<file path="src/rtl/aud_irq_pkg.sv">
package aud_irq_pkg;
  localparam int IRQ_W  = 7;
  localparam int BIT_TC = 0;
  localparam int BIT_TX = 1;
  localparam int BIT_UR = 2;
  localparam int NUM_SRC = 3;
endpackage

</file>
<file path="src/rtl/aud_urun_flag.sv">
module aud_urun_flag
  import aud_irq_pkg::*;
(
  input  logic             clk,
  input  logic             rst_n,
  input  logic             set_i,
  input  logic             clr_we_i,
  input  logic [IRQ_W-1:0] clr_wdata_i,
  output logic             flag_o,
  output logic             flag_nxt_o
);
  logic flag_q;
  logic clr_hit;

  assign clr_hit = clr_we_i & clr_wdata_i[BIT_UR];

  // set is applied after clear, so a coincident event survives
  always_comb begin
    flag_nxt_o = flag_q;
    if (clr_hit) flag_nxt_o = 1'b0;
    if (set_i)   flag_nxt_o = 1'b1;
  end

  always_ff @(posedge clk) begin
    if (!rst_n) flag_q <= 1'b0;
    else        flag_q <= flag_nxt_o;
  end

  assign flag_o = flag_q;

  assert_clr_drops_R2: assert property (@(posedge clk) disable iff (!rst_n)
    (clr_hit && !set_i) |=> !flag_o);
  assert_set_wins_R3: assert property (@(posedge clk) disable iff (!rst_n)
    set_i |=> flag_o);
  assert_sticky_R2: assert property (@(posedge clk) disable iff (!rst_n)
    (flag_o && !clr_hit) |=> flag_o);
endmodule

</file>
<file path="src/rtl/aud_irq_status.sv">
module aud_irq_status
  import aud_irq_pkg::*;
(
  input  logic             clk,
  input  logic             rst_n,
  input  logic             refresh_i,
  input  logic             urun_i,
  input  logic             half_empty_i,
  input  logic             fifo_empty_i,
  input  logic             tx_busy_i,
  output logic [IRQ_W-1:0] status_o
);
  logic [IRQ_W-1:0] status_q;
  logic [IRQ_W-1:0] status_nxt;

  always_comb begin
    status_nxt         = '0;
    status_nxt[BIT_TC] = fifo_empty_i & ~tx_busy_i;
    status_nxt[BIT_TX] = half_empty_i;
    status_nxt[BIT_UR] = urun_i;
  end

  always_ff @(posedge clk) begin
    if (!rst_n)         status_q <= '0;
    else if (refresh_i) status_q <= status_nxt;
  end

  assign status_o = status_q;

  assert_hold_R4: assert property (@(posedge clk) disable iff (!rst_n)
    !refresh_i |=> $stable(status_o));
  assert_tc_R7: assert property (@(posedge clk) disable iff (!rst_n)
    (refresh_i && tx_busy_i) |=> !status_o[BIT_TC]);
  assert_tx_R6: assert property (@(posedge clk) disable iff (!rst_n)
    refresh_i |=> (status_o[BIT_TX] == $past(half_empty_i)));
  assert_resv_R8: assert property (@(posedge clk) disable iff (!rst_n)
    status_o[IRQ_W-1:NUM_SRC] == '0);
endmodule

</file>
<file path="src/rtl/aud_irq_line.sv">
module aud_irq_line
  import aud_irq_pkg::*;
(
  input  logic             clk,
  input  logic             rst_n,
  input  logic             ien_we_i,
  input  logic [IRQ_W-1:0] ien_wdata_i,
  input  logic [IRQ_W-1:0] status_i,
  output logic             irq_o
);
  logic [IRQ_W-1:0] ien_q;
  logic             irq_q;

  always_ff @(posedge clk) begin
    if (!rst_n) begin
      ien_q <= '0;
      irq_q <= 1'b0;
    end else begin
      if (ien_we_i) ien_q <= ien_wdata_i;
      irq_q <= |(status_i & ien_q);
    end
  end

  assign irq_o = irq_q;

  assert_masked_R9: assert property (@(posedge clk) disable iff (!rst_n)
    (ien_we_i && ien_wdata_i == '0) |=> ##1 !irq_o);
  assert_quiet_R9: assert property (@(posedge clk) disable iff (!rst_n)
    (status_i == '0) |=> !irq_o);
endmodule

</file>
<file path="src/rtl/aud_irq_unit.sv">
module aud_irq_unit
  import aud_irq_pkg::*;
#(
  parameter int RD_W = 32
) (
  input  logic             clk,
  input  logic             rst_n,
  input  logic             drain_evt,
  input  logic             urun_set,
  input  logic             half_empty,
  input  logic             fifo_empty,
  input  logic             tx_busy,
  input  logic             ien_we,
  input  logic [IRQ_W-1:0] ien_wdata,
  input  logic             clr_we,
  input  logic [IRQ_W-1:0] clr_wdata,
  output logic             urun_flag_o,
  output logic [IRQ_W-1:0] int_status_o,
  output logic             irq_o,
  output logic [RD_W-1:0]  all_rd_o
);
  localparam int RD_PAD = RD_W - IRQ_W;
  localparam logic [IRQ_W-1:0] RD_MASK = '1;

  logic flag_nxt;
  logic refresh;

  assign refresh = ien_we | clr_we | drain_evt | urun_set;

  aud_urun_flag u_flag (
    .clk        (clk),
    .rst_n      (rst_n),
    .set_i      (urun_set),
    .clr_we_i   (clr_we),
    .clr_wdata_i(clr_wdata),
    .flag_o     (urun_flag_o),
    .flag_nxt_o (flag_nxt)
  );

  aud_irq_status u_status (
    .clk         (clk),
    .rst_n       (rst_n),
    .refresh_i   (refresh),
    .urun_i      (flag_nxt),
    .half_empty_i(half_empty),
    .fifo_empty_i(fifo_empty),
    .tx_busy_i   (tx_busy),
    .status_o    (int_status_o)
  );

  aud_irq_line u_line (
    .clk        (clk),
    .rst_n      (rst_n),
    .ien_we_i   (ien_we),
    .ien_wdata_i(ien_wdata),
    .status_i   (int_status_o),
    .irq_o      (irq_o)
  );

  generate
    if (RD_PAD > 0) begin : g_pad
      assign all_rd_o = {{RD_PAD{1'b0}}, int_status_o & RD_MASK};
    end else begin : g_nopad
      assign all_rd_o = int_status_o[RD_W-1:0];
    end
  endgenerate

  assert_ur_tracks_R5: assert property (@(posedge clk) disable iff (!rst_n)
    refresh |=> (int_status_o[BIT_UR] == urun_flag_o));
  assert_read_R10: assert property (@(posedge clk) disable iff (!rst_n)
    all_rd_o[IRQ_W-1:0] == int_status_o);
endmodule

</file>
<file path="config.mk">
export PLATFORM = sky130hd
export DESIGN_NAME = aud_irq_unit
export DESIGN_NICKNAME = d
export VERILOG_FILES = /design/src/rtl/aud_irq_pkg.sv /design/src/rtl/aud_urun_flag.sv /design/src/rtl/aud_irq_status.sv /design/src/rtl/aud_irq_line.sv /design/src/rtl/aud_irq_unit.sv
export SDC_FILE = /design/constraint.sdc
export NUM_CORES = 1
export LEC_CHECK = 0
export ABC_AREA = 1
export BUFFER_PORTS_ARGS = -buffer_cell sky130_fd_sc_hd__buf_4
export CORE_UTILIZATION = 31
export DETAILED_ROUTE_END_ITERATION = 8
export PLACE_DENSITY_LB_ADDON = 0.1
export SYNTH_ARGS = -nofsm -noshare
export SYNTH_HDL_FRONTEND = slang
export SYNTH_SLANG_ARGS = --single-unit
</file>
<file path="constraint.sdc">
create_clock -name clk -period 0.8 [get_ports clk]
set_input_delay 0.24 -clock clk [delete_from_list [all_inputs] [get_ports clk]]
set_output_delay 0.24 -clock clk [all_outputs]
set_load 0.02 [all_outputs]
</file>
==> summary.txt, run 1 <==
STA
-----------------------------------------------------------------------------------------------------
Fin. max-slew vios                                                                                  0
Minimum clock period after layout                                                           0.9765 ns
Final critical-path share of the clock period                                                  122.1%
Min setup slack post-route                                                                 -0.1765 ns
Setup violations, final                                                                             9
Setup tns final                                                                             -1.273 ns
Fin. Hold Viols                                                                                     0
Final worst clock skew                                                                   0.0002626 ns
Maximum operating frequency                                                                  1024 MHz
RSZ-0062 raised after global routing                                                              yes

FINISH
-----------------------------------------------------------------------------------------------------
Fillers                                                                                           208
Final-stage net count                                                                             135
Number of standard cells in the layout, taps in and fillers out                                   135
FF/Latch Area                                                                              171.4 um^2
Layout cell share with drive strength beyond 1                                                 30.00%
Inserted Diodes                                                                                     0
Layout-stage area growth over the synthesis result                                             20.16%
Total area of multi-input combinational cells                                              284.0 um^2
Post-layout instance area                                                                  745.7 um^2

GRT
-----------------------------------------------------------------------------------------------------
Wire length of the first global-routing pass                                                  1593 um
GRT Util Overall                                                                               10.21%
Via count of the first global-routing pass                                                        395
Initial antenna violation count                                                                     0
Maximum number of pins on one net before global-route repair                                        9
Sum of overflow across all layers after global routing                                              0

ROUTING
-----------------------------------------------------------------------------------------------------
Initial drt markers                                                                                 2
WL met1                                                                                        409 um
Detailed-route via count                                                                          470
Residual DRC count                                                                                  0
Number of vias per cell after detailed routing                                                  3.481
DRT Pass-1 Iters                                                                                    2
Final routed wirelength across all metal layers                                                986 um
Routed length on met2                                                                          477 um
Post-DRT Antenna Nets                                                                               0
Top routing layer used                                                                           met3
Met3 wire length                                                                                98 um
Wire length per cell after detailed routing                                                  7.304 um

CRITICAL PATH
-----------------------------------------------------------------------------------------------------
Element type at the critical path end                                                     output port
Start-to-end type of the worst setup path                                                register to output port
Data arrival at the endpoint of the critical path                                             0.74 ns
Highest net fanout along the worst path                                                             3
Crit-path leading delay family                                                             flip-flops
Slowest-stage cell, CP                                                                   sky130_fd_sc_hd__dfxtp_2
Slowest cell delay on critical path                                                           0.36 ns
Crit path buf inv count                                                                             1
Req. time, crit path                                                                          0.56 ns
Worst-path cell chain                                                                           buf_6
Crit start category                                                                          register

YOSYS
-----------------------------------------------------------------------------------------------------
Average cell area after synthesis                                                          7.052 um^2
Synth Area in XOR/XNOR                                                                             0%
Largest family of logic cells by synthesized area                                        buffers and inverters
Post-synthesis sequential area ratio                                                           25.81%
Synth warn                                                                                          0
Simple-Gate Fraction of Synth Area                                                             20.56%
Gate count after technology mapping                                                                88
Compound-Gate Fraction of Synth Area                                                           5.242%
Post-synthesis share of cell area spent on full adders, half adders and majority gates             0%
Number of distinct library cell variants in the gate-level netlist after synthesis                 12
Multiplexer area fraction after synthesis                                                          0%
Netlist area before placement                                                              620.6 um^2
Seq cells post-synth                                                                                8

PLACEMENT
-----------------------------------------------------------------------------------------------------
Weighted congestion reported at the end of routability-driven placement                        0.7144
Number of placed instances, taps included                                                         130
HPWL Detailed                                                                                791.5 um
Placed instance area                                                                       663.1 um^2
Port-buffer cells                                                                                  20
Pre-CTS worst setup slack                                                                 -0.07727 ns

FLOW RUN
-----------------------------------------------------------------------------------------------------
Max-cap check violation count                                                                       0

CLOCK TREE
-----------------------------------------------------------------------------------------------------
TritonCTS Sinks                                                                                     8
Maximum root-to-sink buffer count                                                                   2
CTS tree                                                                                          yes
Root buffer selected by CTS                                                              sky130_fd_sc_hd__clkbuf_4
Level count of the clock H-tree                                                                     1
Latest clock arrival within the worst-skew pair                                               0.25 ns
Clock buffers created by TritonCTS                                                                  3
Clock transition at path regs                                                                 0.05 ns

STATUS
-----------------------------------------------------------------------------------------------------
Failing checks                                                                           negative setup slack
Run status                                                                               finished, violations left

POWER
-----------------------------------------------------------------------------------------------------
Worst IR drop on VDD                                                                      0.0004059 V
PwrDens                                                                                  1492 nW/um^2
Power after layout                                                                           1.112 mW
Standby leakage power                                                                       0.4230 nW

FLOORPLANNING
-----------------------------------------------------------------------------------------------------
Horizontal die dimension                                                                     46.74 um
CORE AREA                                                                                   1802 um^2
Placement Rows                                                                                     15
Die ar.                                                                                     2185 um^2
Chip Height                                                                                  46.74 um
Number of top-level pins                                                                           64
Starting density of the core                                                                   34.44%

HOLD PATH
-----------------------------------------------------------------------------------------------------
Path type of the worst min-delay path                                                    primary input to register

## sequential cells by signal, summed over array words and instances (netlist names)
name               count
u_line.irq_o           1
u_status.status_o      3
u_flag.flag_o          1
u_line.ien_q           3
## Yosys cell counts
cell                       number  area, um^2
sky130_fd_sc_hd__buf_4         36       270.3
sky130_fd_sc_hd__nand2_1       12       45.04
sky130_fd_sc_hd__nor2_1        12       45.04
sky130_fd_sc_hd__dfxtp_1        8       160.2
sky130_fd_sc_hd__inv_1          7       26.28
sky130_fd_sc_hd__o21ai_0        3       15.01
sky130_fd_sc_hd__a21oi_1        2       10.01
sky130_fd_sc_hd__nand3_1        2       10.01
sky130_fd_sc_hd__nand3b_1       2       15.01
sky130_fd_sc_hd__nor2_2         2       12.51
sky130_fd_sc_hd__a21boi_0       1       7.510
sky130_fd_sc_hd__conb_1         1       3.750
## stage by stage
stage / hold WS, ns / util [%]
4_1_cts: 0.2095 / 40.76
6_report: 0.2121 / 41.39
3_5_place_dp: 0.4721 / 36.81
3_3_place_gp: 0.4650 / 36.81
2_1_floorplan: 0.3376 / -
5_1_grt: 0.2263 / 41.39
## final timing paths
kind / start / to / slack (ns) / cells after the start
setup / recovery: u_status.status_o[2] / int_status_o[2] / -0.18 / 1
hold / removal: half_empty / u_status.status_o[1] / 0.21 / 3
setup reg to reg: u_status.status_o[1] / u_status.status_o[1] / -0.01 / 4
hold reg to reg: u_line.ien_q[0] / u_line.ien_q[0] / 0.51 / 2
## repair_timing
item,CTS,global route
endpoints found under the setup margin,8,11
hold buffers,0,0
buffers inserted,2,0
resized for setup,10,4
pin swaps,0,2
## kinds of logic after synthesis
family,after synthesis
buf+inv,43
flops,8
other cells,1
compound gates,6
simple gates,30
## cell usage in the layout (no fill, tap or decap)
master	count
sky130_fd_sc_hd__dfxtp_4	2
sky130_fd_sc_hd__nor2_2	2
sky130_fd_sc_hd__a21oi_1	2
sky130_fd_sc_hd__dfxtp_1	3
sky130_fd_sc_hd__dfxtp_2	3
sky130_fd_sc_hd__nand3_1	2
sky130_fd_sc_hd__nand2_1	12
sky130_fd_sc_hd__buf_6	10
sky130_fd_sc_hd__nand3b_1	2
sky130_fd_sc_hd__a21boi_0	1
sky130_fd_sc_hd__conb_1	33
sky130_fd_sc_hd__buf_4	13
sky130_fd_sc_hd__clkbuf_4	3
sky130_fd_sc_hd__nor2_1	12
sky130_fd_sc_hd__inv_1	7
sky130_fd_sc_hd__o21ai_0	3
## cell type report
cell class | instances | area share, %
Timing Repair Buffer | 23 | 28.19
Clock buffer | 3 | 3.020
Inverter | 7 | 3.523
Sequential cell | 8 | 22.99
Tap cell | 25 | 4.195
Multi-Input combinational cell | 69 | 38.09
## report_power, final
group          switching, mW  internal, mW  leakage (nW)
clock network          0.133         0.171        0.0138
logic                  0.236         0.125         0.341
registers             0.0214         0.425        0.0685
## metal layers
layer  GRT usage (%)  up-vias
met1           12.85      196
met3           2.308        0
met4           5.143        0
met2           16.39       31
met5               0        -
li1                -      243
Power figures use the tool's default switching activity.
==> run 2, diff against run 1 <==
Settings changed: CAP_MARGIN set to 30, PLACE_DENSITY set to 0.75, PLACE_DENSITY_LB_ADDON 0.1 to unset.
==> run 2 against run 1 <==
The flow still finishes with violations (negative setup slack). Combinational power shrank 1%. Largest cell class unchanged. Maximum frequency grew 0.16%. Non-clock buffer count is the same. Sequential power is essentially flat. Total power is essentially flat. Largest power group unchanged.
==> summary.txt, run 2 (same netlist as run 1, synthesis figures left out) <==
GRT
--------------------------------------------------------------------------------------
Maximum number of pins on one net before global-route repair                         9   unchanged
Wire length of the first global-routing pass                                   1635 um   +2.6%
Via count of the first global-routing pass                                         401   +1.5%
Sum of overflow across all layers after global routing                               0   unchanged
Initial antenna violation count                                                      0   unchanged
GRT Util Overall                                                                10.85%   +0.63 points

CRITICAL PATH
--------------------------------------------------------------------------------------
Highest net fanout along the worst path                                              4   +1
Worst-path cell chain                                                            buf_6
Worst reg2reg setup slack                                                     -0.02 ns   about the same
Crit-path leading delay family                                              flip-flops
Logic depth of the worst register-to-register path                                   4   unchanged
Slowest-stage cell, CP                                                    sky130_fd_sc_hd__dfxtp_4
Element type at the critical path end                                      output port
Crit start category                                                           register
Reg-to-reg critical path endpoint                                         u_status.status_o[0]
Crit path buf inv count                                                              1   unchanged
Data arrival at the endpoint of the critical path                              0.73 ns   about the same
Req. time, crit path                                                           0.56 ns   about the same
Slowest cell delay on critical path                                            0.36 ns   about the same
Launch instance of the worst register-to-register path                    u_status.status_o[0]
Start-to-end type of the worst setup path                                 register to output port

FLOORPLANNING
--------------------------------------------------------------------------------------
CORE AREA                                                                    1802 um^2   unchanged
Horizontal die dimension                                                      46.74 um   unchanged
Placement Rows                                                                      15   unchanged
Die ar.                                                                      2185 um^2   unchanged
Starting density of the core                                                    34.44%   unchanged
Chip Height                                                                   46.74 um   unchanged
Number of top-level pins                                                            64   unchanged

STA
--------------------------------------------------------------------------------------
Final critical-path share of the clock period                                   121.9%   -0.20 points
Worst hold-check slack                                                       0.2059 ns   -0.006204 ns
Maximum operating frequency                                                   1026 MHz   +0.16%
Setup tns final                                                              -1.309 ns   -0.03635 ns
RSZ-0062 raised after global routing                                               yes
Setup violations, final                                                             10   +1
Minimum clock period after layout                                            0.9749 ns   -0.001577 ns
Fin. Hold Viols                                                                      0   unchanged
Min setup slack post-route                                                  -0.1749 ns   +0.001577 ns
Fin. max-slew vios                                                                   0   unchanged
Final worst clock skew                                                     0.002330 ns   +0.002068 ns

FINISH
--------------------------------------------------------------------------------------
Inserted Diodes                                                                      0   unchanged
Final-stage net count                                                              135   unchanged
Most frequent standard cell in the layout excluding fill and tap cells    sky130_fd_sc_hd__conb_1
Commonest non-fill, non-tap cells in the layout                           sky130_fd_sc_hd__conb_1, sky130_fd_sc_hd__buf_4, sky130_fd_sc_hd__nand2_1, sky130_fd_sc_hd__nor2_1, sky130_fd_sc_hd__buf_6
Layout cell share with drive strength beyond 1                                  30.00%   unchanged
Layout-stage area growth over the synthesis result                              18.55%

ROUTING
--------------------------------------------------------------------------------------
Number of vias per cell after detailed routing                                   3.533   +1.5%
Wire length per cell after detailed routing                                   7.296 um   -0.10%
Initial drt markers                                                                  5   +3
Post-DRT Antenna Nets                                                                0   unchanged
DRT Pass-1 Iters                                                                     3   +1
Final routed wirelength across all metal layers                                 985 um   -0.10%
Detailed-route via count                                                           477   +1.5%
Residual DRC count                                                                   0   unchanged

STATUS
--------------------------------------------------------------------------------------
Failing checks                                                            negative setup slack
Run status                                                                finished, violations left

HOLD PATH
--------------------------------------------------------------------------------------
Hold Crit Depth                                                                      3   unchanged
Endpoint, Worst Hold                                                      u_status.status_o[1]
Launch point of the worst hold path                                         half_empty
Path type of the worst min-delay path                                     primary input to register

CLOCK TREE
--------------------------------------------------------------------------------------
CTS tree                                                                           yes
Level count of the clock H-tree                                                      1   unchanged
TritonCTS Sinks                                                                      8   unchanged
Maximum root-to-sink buffer count                                                    2   unchanged
Clock transition at path regs                                                  0.05 ns   about the same
Clock buffers created by TritonCTS                                                   3   unchanged
Root buffer selected by CTS                                               sky130_fd_sc_hd__clkbuf_4
Latest clock arrival within the worst-skew pair                                0.25 ns   about the same
CTS Hold Buffers Added                                                               0   unchanged

PLACEMENT
--------------------------------------------------------------------------------------
HPWL Detailed                                                                   824 um   +4.1%
Weighted congestion reported at the end of routability-driven placement         0.7466   +4.5%
Port-buffer cells                                                                   20   unchanged

POWER
--------------------------------------------------------------------------------------
Worst IR drop on VDD                                                       0.0008037 V   +98%
PwrDens                                                                   1512 nW/um^2   +1.4%
Standby leakage power                                                        0.4209 nW   -0.50%
Power after layout                                                            1.112 mW   about the same

FLOW RUN
--------------------------------------------------------------------------------------
Max-cap check violation count                                                        0   unchanged

-- run 2: cell types whose count changed in the layout (fill, tap and decap cells not counted) --
| cell | before | now |
|---|---|---|
| sky130_fd_sc_hd__dfxtp_4 | 2 | 1 |
| sky130_fd_sc_hd__buf_6 | 10 | 8 |
| sky130_fd_sc_hd__dfxtp_2 | 3 | 4 |
| sky130_fd_sc_hd__buf_4 | 13 | 15 |
-- run 2: cell type report --
cell class / instances / area, um^2
timing repair buffer: 23 / 202.7
sequential: 8 / 168.9
inverter: 7 / 26.28
fill: 203 / 1066
tap: 25 / 31.28
clock buffer: 3 / 22.52
multi-input combinational: 69 / 284.0
-- run 2: per-layer routing --
metal / share of wire [%] / track usage [%]
met5: 0 / 0
met4: 0 / 3.429
met3: 11 / 5.769
met2: 51 / 18.33
met1: 38 / 11.68
-- run 2: how the worst max path moves through the flow --
stage | startpoint | to | slack (ns) | cells after the start
finish | u_status.status_o[2] | all_rd_o[2] | -0.17 | 1
global route | u_status.status_o[2] | int_status_o[2] | -0.21 | 1
CTS | u_status.status_o[2] | all_rd_o[2] | -0.19 | 1
detailed placement | ien_we | u_status.status_o[0] | -0.1 | 5
global placement | ien_we | u_status.status_o[2] | -0.05 | 5
floorplan | u_status.status_o[2] | int_status_o[2] | 0.02 | 1
-- run 2: stage by stage --
stage,cell area [um^2],utilization [%],cells,setup WS (ns)
floorplan,744.5,-,120,0.01968
global placement,663.1,36.81,130,-0.05038
detailed placement,663.1,36.81,130,-0.09572
CTS,735.7,40.83,135,-0.1877
global route,735.7,40.83,135,-0.2067
finish,735.7,40.83,135,-0.1749
-- run 2: what timing repair did --
item / 4_1_cts / 5_1_grt
resized for setup: 11 / 0
setup buffers: 2 / 0
endpoints found under the setup margin: 8 / 11
endpoints found under the hold margin: 0 / 0
-- run 2: where the power goes --
group,internal (mW),switching [mW],leakage [nW],total (mW)
sequential,0.428,0.0203,0.0682,0.448
combinational,0.120,0.236,0.339,0.356
clock,0.172,0.137,0.0138,0.309
total,0.719,0.393,0.421,1.11
-- run 2: worst register-to-register path, stage by stage, from the launching register on --
cell and delay (ns):
sky130_fd_sc_hd__dfxtp_2 0.33, sky130_fd_sc_hd__buf_4 0.13, sky130_fd_sc_hd__nand3b_1 0.15, sky130_fd_sc_hd__nand2_1 0.07
sky130_fd_sc_hd__nor2_1 0.03
